**src/rtl/evt_irq_ctrl.sv**
```systemverilog
module evt_irq_ctrl #(
  parameter int          N_SRC     = 4,
  parameter logic [N_SRC-1:0] LEVEL_SRC = 4'b1100
) (
  input  logic             clk,
  input  logic             rst_n,
  input  logic [N_SRC-1:0] trig,
  input  logic             reg_wr,
  input  logic [1:0]       reg_addr,
  input  logic [N_SRC-1:0] reg_wdata,
  output logic [N_SRC-1:0] reg_rdata,
  output logic             irq
);
  localparam logic [1:0] A_STAT = 2'd0;
  localparam logic [1:0] A_PEND = 2'd1;
  localparam logic [1:0] A_EN   = 2'd2;
  localparam logic [N_SRC-1:0] PULSE_SRC = ~LEVEL_SRC;

  logic [N_SRC-1:0] trig_q, pend_q, en_q, set_vec, clr_vec;

  for (genvar i = 0; i < N_SRC; i++) begin : g_src
    if (LEVEL_SRC[i]) begin : g_lvl
      assign set_vec[i] = trig_q[i] & ~trig[i];
    end else begin : g_pls
      assign set_vec[i] = trig[i];
    end
  end

  assign clr_vec = (reg_wr && reg_addr == A_PEND) ? reg_wdata : '0;

  always_ff @(posedge clk or negedge rst_n) begin
    if (!rst_n) begin
      trig_q <= '0;
      pend_q <= '0;
      en_q   <= '0;
      irq    <= 1'b0;
    end else begin
      trig_q <= trig;
      pend_q <= (pend_q & ~clr_vec) | set_vec;
      if (reg_wr && reg_addr == A_EN) en_q <= reg_wdata;
      irq    <= |(pend_q & en_q);
    end
  end

  always_comb begin
    case (reg_addr)
      A_STAT:  reg_rdata = trig & LEVEL_SRC;
      A_PEND:  reg_rdata = pend_q;
      A_EN:    reg_rdata = en_q;
      default: reg_rdata = '0;
    endcase
  end

  p_pulse_set_r2: assert property (@(posedge clk) disable iff (!rst_n)
    ((trig & PULSE_SRC) != '0) |=>
      ((pend_q & $past(trig & PULSE_SRC)) == $past(trig & PULSE_SRC)));

  p_sticky_r2: assert property (@(posedge clk) disable iff (!rst_n)
    !(reg_wr && reg_addr == A_PEND) |=> ((pend_q & $past(pend_q)) == $past(pend_q)));

  p_fall_set_r3: assert property (@(posedge clk) disable iff (!rst_n)
    ((trig_q & ~trig & LEVEL_SRC) != '0) |=>
      ((pend_q & $past(trig_q & ~trig & LEVEL_SRC)) == $past(trig_q & ~trig & LEVEL_SRC)));

  p_w1c_r5: assert property (@(posedge clk) disable iff (!rst_n)
    (reg_wr && reg_addr == A_PEND) |=> ((pend_q & $past(reg_wdata & ~set_vec)) == '0));

  p_en_hold_r6: assert property (@(posedge clk) disable iff (!rst_n)
    !(reg_wr && reg_addr == A_EN) |=> $stable(en_q));

  p_irq_high_r7: assert property (@(posedge clk) disable iff (!rst_n)
    ((pend_q & en_q) != '0) |=> irq);

  p_irq_low_r7: assert property (@(posedge clk) disable iff (!rst_n)
    ((pend_q & en_q) == '0) |=> !irq);

  p_set_wins_r8: assert property (@(posedge clk) disable iff (!rst_n)
    ((set_vec & clr_vec) != '0) |=> ((pend_q & $past(set_vec & clr_vec)) == $past(set_vec & clr_vec)));
endmodule

```
**config.mk**
```make
export PLATFORM = sky130hd
export DESIGN_NAME = evt_irq_ctrl
export DESIGN_NICKNAME = d
export VERILOG_FILES = /design/src/rtl/evt_irq_ctrl.sv
export SDC_FILE = /design/constraint.sdc
export NUM_CORES = 1
export LEC_CHECK = 0
export CORE_AREA = 2 2 39 41
export DETAILED_ROUTE_END_ITERATION = 10
export DIE_AREA = 0 0 41 43
export DONT_BUFFER_PORTS = 1
export PLACE_DENSITY_LB_ADDON = 0.3
export SLEW_MARGIN = 20
export SYNTH_ARGS = -nofsm -noshare
export SYNTH_HDL_FRONTEND = slang
export SYNTH_SLANG_ARGS = --single-unit
```
**constraint.sdc**
```tcl
create_clock -name clk -period 0.95 [get_ports clk]
set_clock_uncertainty 0.1 [all_clocks]
set_input_delay 0.1425 -clock clk [delete_from_list [all_inputs] [get_ports clk]]
set_output_delay 0.1425 -clock clk [all_outputs]
set_load 0.03 [all_outputs]
```
==> reports/summary.md <==
* **result of the run** complete, but fails checks
* **violated checks** negative setup slack
* **count of maximum capacitance violations** 0
* **Clock Pin Slew Worst Setup and Hold Paths** 0.07 ns
* **overflow left after global routing** 0
* **area share of the leading cell type in the synthesized netlist** 52.0%
* **clock network fraction of total power** 25.5%
* **final worst path period need** 1.27 ns
* **last weighted congestion value of the routability-driven placer** 0.769
* **number of clock sinks** 11
* **total negative slack** -1.33 ns
* **Seq/Total Area, Yosys** 52.0%
* **via density per instance** 5.47
* **number of antenna cells inserted** 0
* **Clock Tree Buf Depth** 2
* **worst slew margin relative to its limit** 66.0%
* **first-pass GRT wire length** 2130 um
* **Worst Setup Start Kind** flop
* **yosys synthesis warning count** 0
* **FMAX** 0.790 GHz
* **number of placement rows** 14
* **area of the mapped netlist** 529 um2
* **cell types occupying the most area after synthesis** sky130_fd_sc_hd__dfrtp_1 (52%), sky130_fd_sc_hd__mux2_4 (11%), sky130_fd_sc_hd__a22o_1 (6.6%)
* **setup slack of the most critical reg-to-reg path** -0.06 ns
* **via count of the first global-routing pass** 487
* **worst hold endpoint** pend_q[3]$_DFF_PN0_
* **placeable core region** 0.00138 mm2
* **number of nets in the layout** 79
* **total design power** 1.25 mW
* **synthesized net count** 53
* **fraction of final layout cells sized beyond drive strength 1** 38.5%
* **final wirelength** 1440 um
* **endpoint class of the critical path** primary output
* **part of the cycle the worst path needs** 133%
* **antenna violations before repair** 0
* **H-tree depth** 1
* **internal power contribution** 0.893 mW
* **register bit total from synthesis** 11
* **filler cell count** 119
* **I/O pins** 18
* **latest clock arrival within the worst-skew pair** 0.27 ns
* **number of max-slew violations in the final report** 0
* **initial standard-cell utilization of the core** 38.2%
* **Port Buf Inserts** 0
* **average wire per standard cell** 17.8 um
* **net switching power figure** 0.355 mW
* **Avg Synthesized Cell Area** 13.2 um2
* **Via Count** 443
* **power density over cell area** 1500 mW/mm2
* **crit-path max FO** 2
* **Die Y** 43 um
* **RSZ-0062 raised after global routing** yes
* **reg-to-reg endpoint** en_q[0]$_DFFE_PN0P_
* **top cell type by total area after synthesis** sky130_fd_sc_hd__dfrtp_1
* **number of design-rule violations left by the first detailed-router iteration** 9
* **Chip Width** 41 um
* **Synth-to-Final Area Change** 57.4%
* **master cell of the clock root buffer** sky130_fd_sc_hd__clkbuf_4
* **share of total power in combinational logic** 27.3%
* **worst-margin pin slew** 0.509 ns
* **Crit path arrival time** 1.02 ns
* **required time reported for the critical path endpoint** 0.71 ns
* **LEAKAGE** 0.402 nW
* **startpoint-to-endpoint class of the critical path** flop to primary output
* **drt drc** 0
* **final number of setup-violating endpoints** 10
* **Register-to-Register Path Depth** 2
* **worst supply voltage drop on vdd** 1.03 mV
* **number of hold-slack violations in the final timing report** 0
* **Detail Placement HPWL** 844 um
* **floorplan die area** 0.00176 mm2
* **pin count of the biggest net entering global routing** 12
* **TritonCTS clock tree** built
* **proportion of power drawn by flip-flops and latches** 47.2%
* **Yosys cell types** 15
* **Hold/Removal Path Class** input port to flop
* **first-pass iteration count of the detailed router** 4
* **worst hold path cell count** 2
* **PnR worst setup slack** -0.317 ns
* **count of mapped cells out of synthesis** 40
* **RR Startpoint** en_q[0]$_DFFE_PN0P_
* **Num CTS Buffers** 3
* **min-delay src** reg_addr[1]
* **proportion of total power due to net switching** 28.4%
* **number of antenna-violating nets in the routed design** 0
* **total routing usage reported by global routing** 18.5%
==> flip-flops by register name (all words and copies together), names as in the netlist <==
name and flops:
irq 1, trig_q 2, en_q 4, pend_q 4
==> what timing repair did <==
item / 4_1_cts / 5_1_grt
setup endpoints to repair: 6 / 10
pin swaps: 5 / 4
endpoints found under the hold margin: 21 / 2
buffers inserted: 2 / 5
hold buffers: 11 / 2
resized for setup: 8 / 7
==> power by group through the flow <==
stage | Sequential, mW | Combinational (mW) | Clock, mW
6_report | 0.589 | 0.340 | 0.318
5_1_grt | 0.597 | 0.361 | 0.360
2_1_floorplan | 0.578 | 0.173 | 0
3_3_place_gp | 0.584 | 0.206 | 0
4_1_cts | 0.589 | 0.295 | 0.321
3_5_place_dp | 0.587 | 0.210 | 0
==> cell usage in the layout (no fill, tap or decap) <==
| cell type | n |
|---|---|
| sky130_fd_sc_hd__a22o_1 | 2 |
| sky130_fd_sc_hd__a22o_4 | 2 |
| sky130_fd_sc_hd__a22oi_2 | 2 |
| sky130_fd_sc_hd__a41oi_1 | 2 |
| sky130_fd_sc_hd__and2b_1 | 1 |
| sky130_fd_sc_hd__buf_4 | 5 |
| sky130_fd_sc_hd__buf_6 | 4 |
| sky130_fd_sc_hd__clkbuf_1 | 1 |
| sky130_fd_sc_hd__clkbuf_4 | 3 |
| sky130_fd_sc_hd__dfrtp_1 | 10 |
| sky130_fd_sc_hd__dfrtp_2 | 1 |
| sky130_fd_sc_hd__dlygate4sd3_1 | 10 |
| sky130_fd_sc_hd__dlymetal6s4s_1 | 3 |
| sky130_fd_sc_hd__inv_1 | 4 |
| sky130_fd_sc_hd__mux2_4 | 4 |
| sky130_fd_sc_hd__mux2i_1 | 2 |
| sky130_fd_sc_hd__nand2_1 | 1 |
| sky130_fd_sc_hd__nand3b_4 | 1 |
| sky130_fd_sc_hd__nand4b_1 | 2 |
| sky130_fd_sc_hd__nor2_1 | 1 |
| sky130_fd_sc_hd__nor2_4 | 1 |
| sky130_fd_sc_hd__nor2b_1 | 1 |
| sky130_fd_sc_hd__o2bb2ai_2 | 2 |
==> worst max path at each step <==
stage          depth (start not counted)            to           startpoint  slack [ns]
2_1_floorplan                          2  reg_rdata[3]  pend_q[3]$_DFF_PN0_       -0.05
3_3_place_gp                           3  reg_rdata[2]  pend_q[2]$_DFF_PN0_       -0.06
3_5_place_dp                           3  reg_rdata[2]  pend_q[2]$_DFF_PN0_       -0.06
4_1_cts                                3  reg_rdata[3]  pend_q[3]$_DFF_PN0_       -0.32
5_1_grt                                3  reg_rdata[2]  pend_q[2]$_DFF_PN0_       -0.38
6_report                               3  reg_rdata[3]  pend_q[3]$_DFF_PN0_       -0.32
==> per-layer routing <==
layer / vias up / global-route usage [%] / wire length (um)
met5: - / 0 / 0
met4: 0 / 2.67 / 56
met3: 6 / 11.0 / 117
met2: 22 / 29.7 / 741
met1: 214 / 20.7 / 523
li1: 201 / - / -
==> through the flow <==
stage / setup WS (ns) / cell area (um2) / cells / utilization (%) / hold slack, ns
after floorplan: -0.0463 / 548 / 40 / - / -0.253
after global placement: -0.0564 / 591 / 60 / 42.7 / -0.253
after detailed placement: -0.0628 / 591 / 60 / 42.7 / -0.253
after CTS: -0.324 / 779 / 77 / 56.3 / 0.000294
after global routing: -0.381 / 833 / 81 / 60.2 / 0.00516
final: -0.317 / 833 / 81 / 60.2 / 0.0131
==> cell families after synthesis <==
kind of cell,after synthesis,share of synthesized area (%)
flops,11,52.0
compound gates,10,16.1
simple gates,8,11.8
mux,6,15.1
buf+inv,5,4.96
==> cell usage after synthesis <==
library cell / instances
sky130_fd_sc_hd__mux2i_1: 2
sky130_fd_sc_hd__inv_1: 4
sky130_fd_sc_hd__nand3b_4: 1
sky130_fd_sc_hd__o2bb2ai_1: 2
sky130_fd_sc_hd__nand2_1: 1
sky130_fd_sc_hd__dfrtp_1: 11
sky130_fd_sc_hd__mux2_4: 4
sky130_fd_sc_hd__a22oi_1: 2
sky130_fd_sc_hd__nor2_1: 2
sky130_fd_sc_hd__nor2b_1: 1
sky130_fd_sc_hd__and2b_1: 1
sky130_fd_sc_hd__nand4b_1: 2
sky130_fd_sc_hd__buf_6: 1
sky130_fd_sc_hd__a41oi_1: 2
sky130_fd_sc_hd__a22o_1: 4
==> critical path: stages (launching register included) <==
cell and delay [ns]:
sky130_fd_sc_hd__dfrtp_1 0.38, sky130_fd_sc_hd__mux2i_1 0.16, sky130_fd_sc_hd__o2bb2ai_2 0.07, sky130_fd_sc_hd__buf_6 0.13
==> final cells by class <==
| type | count | area, um2 | area share, % |
|---|---|---|---|
| clock buffers | 4 | 26.3 | 3.15 |
| inverters | 4 | 15.0 | 1.80 |
| multi-input cells | 24 | 275 | 33.0 |
| flip-flops and latches | 11 | 277 | 33.2 |
| well taps | 16 | 20.0 | 2.40 |
| repair buffers | 22 | 220 | 26.4 |
(Power assumes the default switching activity.)
